### src/rtl/booth_mul_pkg.sv
package booth_mul_pkg;
  // Strobes from control to datapath
  typedef struct packed {
    logic load;
    logic step;
  } strobe_t;
endpackage

### src/rtl/booth_mul_ctrl.sv
module booth_mul_ctrl
  import booth_mul_pkg::*;
#(
  parameter int WIDTH = 32
) (
  input  logic    clk,
  input  logic    rst_n,
  input  logic    start,
  output strobe_t strb,
  output logic    busy,
  output logic    done
);
  localparam int CW = $clog2(WIDTH + 1);
  localparam logic [CW-1:0] LAST = CW'(WIDTH - 1);

  logic [CW-1:0] stepCnt;

  always_comb begin
    strb.load = start && !busy;
    strb.step = busy;
  end

  always_ff @(posedge clk or negedge rst_n) begin
    if (!rst_n) begin
      busy    <= 1'b0;
      done    <= 1'b0;
      stepCnt <= '0;
    end else begin
      done <= 1'b0;
      if (strb.load) begin
        busy    <= 1'b1;
        stepCnt <= '0;
      end else if (busy) begin
        if (stepCnt == LAST) begin
          busy <= 1'b0;
          done <= 1'b1;
        end else begin
          stepCnt <= stepCnt + 1'b1;
        end
      end
    end
  end
endmodule

### src/rtl/booth_mul_dpath.sv
module booth_mul_dpath
  import booth_mul_pkg::*;
#(
  parameter int WIDTH = 32
) (
  input  logic               clk,
  input  logic               rst_n,
  input  strobe_t            strb,
  input  logic [WIDTH-1:0]   mcand,
  input  logic [WIDTH-1:0]   mplier,
  output logic [2*WIDTH-1:0] product
);
  localparam int AW = WIDTH + 1;  // accumulator with one guard bit

  logic [AW-1:0]    accHi;
  logic [WIDTH-1:0] mulLo;
  logic             prevBit;
  logic [WIDTH-1:0] mcandReg;
  logic [AW-1:0]    mcandExt;
  logic [AW-1:0]    addend;
  logic [AW-1:0]    sum;
  logic             carryIn;
  logic [1:0]       pairBits;

  assign mcandExt = {mcandReg[WIDTH-1], mcandReg};
  assign pairBits = {mulLo[0], prevBit};

  always_comb begin
    unique case (pairBits)
      2'b10:   begin addend = ~mcandExt; carryIn = 1'b1; end
      2'b01:   begin addend = mcandExt;  carryIn = 1'b0; end
      default: begin addend = '0;        carryIn = 1'b0; end
    endcase
    sum = accHi + addend + {{(AW-1){1'b0}}, carryIn};
  end

  always_ff @(posedge clk or negedge rst_n) begin
    if (!rst_n) begin
      accHi    <= '0;
      mulLo    <= '0;
      prevBit  <= 1'b0;
      mcandReg <= '0;
    end else if (strb.load) begin
      accHi    <= '0;
      mulLo    <= mplier;
      prevBit  <= 1'b0;
      mcandReg <= mcand;
    end else if (strb.step) begin
      accHi   <= {sum[AW-1], sum[AW-1:1]};
      mulLo   <= {sum[0], mulLo[WIDTH-1:1]};
      prevBit <= mulLo[0];
    end
  end

  assign product = {accHi[WIDTH-1:0], mulLo};
endmodule

### src/rtl/booth_mul.sv
module booth_mul
  import booth_mul_pkg::*;
#(
  parameter int WIDTH = 32
) (
  input  logic               clk,
  input  logic               rst_n,
  input  logic               start,
  input  logic [WIDTH-1:0]   mcand,
  input  logic [WIDTH-1:0]   mplier,
  output logic [2*WIDTH-1:0] product,
  output logic               done
);
  strobe_t strb;
  logic    busy;

  booth_mul_ctrl #(.WIDTH(WIDTH)) uCtrl (
    .clk(clk), .rst_n(rst_n), .start(start),
    .strb(strb), .busy(busy), .done(done)
  );

  booth_mul_dpath #(.WIDTH(WIDTH)) uDpath (
    .clk(clk), .rst_n(rst_n), .strb(strb),
    .mcand(mcand), .mplier(mplier), .product(product)
  );
endmodule

### config.mk
export PLATFORM = sky130hd
export DESIGN_NAME = booth_mul
export DESIGN_NICKNAME = d
export VERILOG_FILES = /design/src/rtl/booth_mul_pkg.sv /design/src/rtl/booth_mul_ctrl.sv /design/src/rtl/booth_mul_dpath.sv /design/src/rtl/booth_mul.sv
export SDC_FILE = /design/constraint.sdc
export NUM_CORES = 1
export LEC_CHECK = 0
export BUFFER_PORTS_ARGS = -buffer_cell sky130_fd_sc_hd__buf_2
export CAP_MARGIN = 15
export CELL_PAD_IN_SITES_DETAIL_PLACEMENT = 2
export CELL_PAD_IN_SITES_GLOBAL_PLACEMENT = 2
export CORE_ASPECT_RATIO = 0.8
export CORE_MARGIN = 2
export CORE_UTILIZATION = 36
export DETAILED_ROUTE_END_ITERATION = 12
export PLACE_DENSITY_LB_ADDON = 0.3
export SETUP_SLACK_MARGIN = 0.3
export SLEW_MARGIN = 0
export SYNTH_ARGS = -nofsm -noshare
export SYNTH_HDL_FRONTEND = slang
export SYNTH_SLANG_ARGS = --single-unit
export TNS_END_PERCENT = 20
### constraint.sdc
create_clock -name clk -period 5.5 [get_ports clk]
set_clock_uncertainty 0.2 [all_clocks]
set_input_delay 0.275 -clock clk [delete_from_list [all_inputs] [get_ports clk]]
set_output_delay 0.275 -clock clk [all_outputs]
set_load 0.01 [all_outputs]
Word level (Yosys, flattened, before mapping)

Index checks and enable logic that the tools add are counted.

Equality and inequality tests: 4
Magnitude comparators: 0
Muxes and demuxes: 17
Bitwise operators: 1
Add/subtract/negate cells: 3
Reduce and logical (&&, ||, !) cells: 4
$mul: 0
Div/mod/pow operators: 0
Shift-type cells: 0

Operators by type and width:

| operator                                      | count |
|---|---|
| two-way mux 33 bit                            | 2 |
| one-hot mux 33 bit (2 select lines)           | 1 |
| two-way mux 32 bit                            | 2 |
| adder 33 x 1 -> 33 bit                        | 1 |
| adder 33 bit                                  | 1 |
| inverter 33 bit                               | 1 |
| two-way mux 6 bit                             | 3 |
| two-way mux 1 bit                             | 9 |
| adder 6 x 1 -> 6 bit, second input constant   | 1 |
| == test 6 x 5 -> 1 bit, second input constant | 1 |
| == test 2 x 1 -> 1 bit, second input constant | 1 |
| == test 2 bit, second input constant          | 1 |
| inequality test 2 bit, second input constant  | 1 |
| AND reduction 2 bit                           | 1 |
| nonzero test 2 bit                            | 1 |
| logical AND 1 bit                             | 1 |
| logical NOT 1 bit                             | 1 |

ROM bits: 0
Latch bits: 0
Memory bits (writable): 0
Register bits after elaboration: 106
Memories kept: 0
Word-level logic and storage cells: 36
Output and inout bits: 65

Depth between registers and ports, before layout

Word-level depth: 6
Depth in mapped cells: 14

Cells and area by module

Synthesis repeated with hierarchy kept, for this count alone.

Cell total of the unflattened synthesis: 701
Area, all modules: 6503.7 um2

Modules (own cells, without submodules):

| module          | area an instance (um2) | cells an instance | instances | seq. area each (um2) |
|---|---|---|---|---|
| booth_mul_dpath | 6117.1                 | 665               | 1         | 2427.3 |
| booth_mul_ctrl  | 386.6                  | 36                | 1         | 200.2 |

Worst setup path before layout

No wires, ideal clock.

Path kind: register to register
From: register uDpath.mulLo[0]
To: register uDpath.accHi[31]
Slack: 2038 ps
Stages on the path, launching flop included: 14
Arrival time: 3132 ps
Path through: dfrtp_1 nor2b_1 clkbuf_1 clkbuf_1 a21oi_1 fa_1 fa_1 nand2b_1 a21oi_1 o21a_1 o211ai_2 and2_1 o41ai_1 a21oi_1

Cells in the longest elaborated chain, start to end: 6
Elaborated cells between the ends (all ways): 8

RTL lines:

| what                                                           | line                  | RTL |
|---|---|---|
| from (decl)                                                    | booth_mul_dpath.sv:16 | `logic [WIDTH-1:0] mulLo;` |
| from (signal assigned)                                         | booth_mul_dpath.sv:45 | `mulLo <= mplier;` |
| from (signal assigned)                                         | booth_mul_dpath.sv:50 | `mulLo <= {sum[0], mulLo[WIDTH-1:1]};` |
| == test 2 x 1 -> 1 bit / == test 2 bit (equally long branches) | booth_mul_dpath.sv:29 | `unique case (pairBits)` |
| one-hot mux 33 bit (2 select lines)                            | booth_mul_dpath.sv:29 |  |
| adder 33 bit                                                   | booth_mul_dpath.sv:34 | `sum = accHi + addend + {{(AW-1){1'b0}}, carryIn};` |
| adder 33 x 1 -> 33 bit (*)                                     | booth_mul_dpath.sv:34 |  |
| two-way mux 33 bit (*)                                         | booth_mul_dpath.sv:48 | `end else if (strb.step) begin` |
| two-way mux 33 bit (*)                                         | booth_mul_dpath.sv:43 | `end else if (strb.load) begin` |
| to (signal assigned)                                           | booth_mul_dpath.sv:49 | `accHi <= {sum[AW-1], sum[AW-1:1]};` |
| to (decl)                                                      | booth_mul_dpath.sv:15 | `logic [AW-1:0] accHi;` |

Every way passes the cells marked *; elsewhere a longest branch is shown, timed or not. The select of a mux whose other input is x is not followed.
A chain may end at the register's enable or synchronous reset.

Worst setup path in the final report

From: register uDpath.prevBit
To: register uDpath.accHi[31]

Cells in the longest elaborated chain, start to end: 6
Elaborated cells between the ends (all ways): 8

RTL lines:

| what                                                           | line                  | RTL |
|---|---|---|
| from (decl)                                                    | booth_mul_dpath.sv:17 | `logic prevBit;` |
| from (signal assigned)                                         | booth_mul_dpath.sv:51 | `prevBit <= mulLo[0];` |
| == test 2 x 1 -> 1 bit / == test 2 bit (equally long branches) | booth_mul_dpath.sv:29 |  |
| one-hot mux 33 bit (2 select lines)                            | booth_mul_dpath.sv:29 |  |
| adder 33 bit                                                   | booth_mul_dpath.sv:34 |  |
| adder 33 x 1 -> 33 bit (*)                                     | booth_mul_dpath.sv:34 |  |
| two-way mux 33 bit (*)                                         | booth_mul_dpath.sv:48 |  |
| two-way mux 33 bit (*)                                         | booth_mul_dpath.sv:43 |  |

Marked as above.

==> impl_metrics.ini <==
[timing]
hold-worst-slack_ps = 0.929
max_freq_ghz = 0.257
final-setup-viol-count = 0
finalCritPeriodShare_pct = 70.7
min_period_ps = 3890
slew_headroom_pct = 40.5
slew_viol_final = 0
rsz0062_at_grt = no
tns_ps = 0
tightest_slew_ps = 892
finalHoldViolCount = 0

[global_routing]
grt_pass1_vias = 6549
antenna_found_initial = 0
track_usage_pct = 23.4
grt_pass1_wl_um = 35000
gr-total-overflow = 0
grt_max_degree = 75

[logic_synthesis]
ys_ff_latch = 105
synth_edf_count = 0
syn_nets = 786
syn_area_um2 = 6400
yosysTopAreaCellShare_pct = 41.0
synthDistinctLibCells = 59
ys_async_sr_fraction_pct = 100
synth_flop_cell = dfrtp_1
synth_area_leader_cell = dfrtp_1
synth_area_per_cell_um2 = 9.35
ys_top_cells_by_area = dfrtp_1 41%, nand2_1 7.0%, o21ai_0 6.9%
syn_inst = 685
synth-warning-count = 0
yosysSeqAreaShare_pct = 41.0

[cells_and_area]
diodes = 0
multi_input_area_um2 = 3550
fillers = 1918
layout.cells.non_filler = 1063
nets = 934
syn2layout_area_growth_pct = 23.9
drive_above_1_share_pct = 24.6
register_area_um2 = 2630

[cts]
cts.hold.buffers_added = 35
htree_num_levels = 3
post_cts_resized = 0
clk_path_buf_depth = 2
root_buffer = clkbuf_16
postCtsSetupBuffers = 0
cts_tree = done
cts.sinks = 105
cts_buffers = 9
cts.reportedPaths.clkPinSlew_ps = 80
clock_latency_ps = 370

[pwr]
power_w = 0.00612
ir_drop_mv = 0.217
power.density_nw_per_um2 = 771
p_leak_nw = 3.80

[critical_path]
startpoint_type = flip-flop
crit_fanout = 21
setup.worst_path.class = reg2reg
cp.required_ps = 5550
end_kind = flip-flop
cp.arrival_ps = 3940

[routing]
drt_iter0_markers = 221
vias = 5873
drtAntennaViolNets = 0
drc = 0
drt_pass1_iterations = 4
wl_per_cell_um = 20.1
via_per_inst = 5.52
wl_um = 21400

[place]
place_inst = 1011
dp_hpwl_um = 14700
place.gp.congestion = 0.837
port_buffers = 131

[worst_hold_path]
hp-class = in2reg

[floorplanning]
chipWidth_um = 153
die_area_um2 = 18900
coreArea_um2 = 17400
start_util_pct = 36.8
core.rowCount = 43
fp.dieH_um = 123
pin_count = 132

[outcome]
outcome = finished, final reports clean

[job]
cap_viol_max_count = 0
## report_power, final
part	internal (W)	switching (W)	total [W]
Clock	0.000410	0.000337	0.000747
Combinational	0.00155	0.00227	0.00381
Sequential	0.00120	0.000355	0.00156
Total	0.00316	0.00296	0.00612
## layer usage
metal  vias to the layer above  wire [um]  track usage [%]
li1                       2740          -                -
met1                      3013       9710             30.2
met2                       104      10700             41.5
met3                        16        721             3.89
met4                         0        247             5.44
met5                         -          0                0
## registers in the layout (all words and copies together), names as in the netlist
signal / flops
uCtrl.busy: 1
uCtrl.done: 1
uCtrl.stepCnt: 6
uDpath.accHi: 32
uDpath.mcandReg: 32
uDpath.mulLo: 32
uDpath.prevBit: 1
## logic make-up after synthesis
group           after synthesis  share of synthesized area [%]
mux                          65                           10.8
flops                       105                           41.0
xor+xnor                     23                           3.15
buf+inv                      51                           3.71
compound gates              201                           20.2
simple gates                206                           14.2
fa+ha+maj                    34                           6.88
## synthesized netlist by cell type, types with 5 or more instances
master and count:
or3_1 7, a21o_1 16, nand2b_1 6, nand2_1 119, xor2_1 14, xnor2_1 9, nor2_1 28, o21ai_1 13
ha_1 32, mux2i_1 33, a21oi_1 27, nand3_1 15, o21a_1 7, o21ai_0 88, buf_4 5, clkbuf_1 21
a31oi_1 6, inv_1 14, dfrtp_1 105, nand4_1 11, mux2_2 32
## critical path: stages (launching register included)
cell and delay, ps:
dfrtp_1 390, nand2b_1 560, nor2_1 240, a21oi_1 80, fa_1 440, fa_1 400, nand2b_1 190, a21oi_1 250
o21a_1 250, o211ai_2 130, and2_1 190, o41ai_1 330, a21oi_1 120
## layout by cell type, fill, tap and decap left out, drive strengths merged, types with 3 or more instances in the layout
cell         count
buf            139
nand2          119
dfrtp          105
o21ai          103
dlygate4sd3     35
mux2i           33
mux2            32
ha              32
a21oi           30
nor2            28
a21o            16
nand3           16
inv             16
xor2            14
nand4           11
xnor2            9
clkbuf           9
o21a             7
or3              7
nand2b           6
a31oi            6
o211ai           6
a211oi           5
nor3             4
and2             3
o31ai            3
a22o             3
nor2b            3
clkinv           3
## area by class of cell
type,count,area share (%)
flip-flops and latches,105,33.1
clock buffers,9,2.84
well taps,225,3.55
clock inverters,7,1.44
inverters,14,0.662
repair buffers,174,13.6
multi-input cells,529,44.8
## path summary, 6_finish.rpt
| path | startpoint | to | slack (ps) | depth (start not counted) |
|---|---|---|---|---|
| max in group asynchronous | rst_n | uCtrl.busy | 3540 | 3 |
| min in group asynchronous | rst_n | uDpath.accHi[17] | 260 | 2 |
| setup / recovery | uDpath.prevBit | uDpath.accHi[31] | 1610 | 12 |
| hold / removal | mplier[9] | uDpath.mulLo[9] | 0.9 | 3 |
| hold reg to reg | uDpath.mulLo[22] | uDpath.mulLo[21] | 320 | 2 |
| setup reg to reg | uDpath.prevBit | uDpath.accHi[31] | 1610 | 12 |
## stage by stage
stage          instance area [um2]  setup WS [ps]  utilization [%]
3_5_place_dp                  7220           1650             41.6
2_1_floorplan                 6400           2040                -
3_3_place_gp                  7220           1790             41.6
4_1_cts                       7910           1610             45.5
6_report                      7930           1610             45.7
5_1_grt                       7930           1240             45.7
Note: power is estimated with default switching activity, not from simulation.
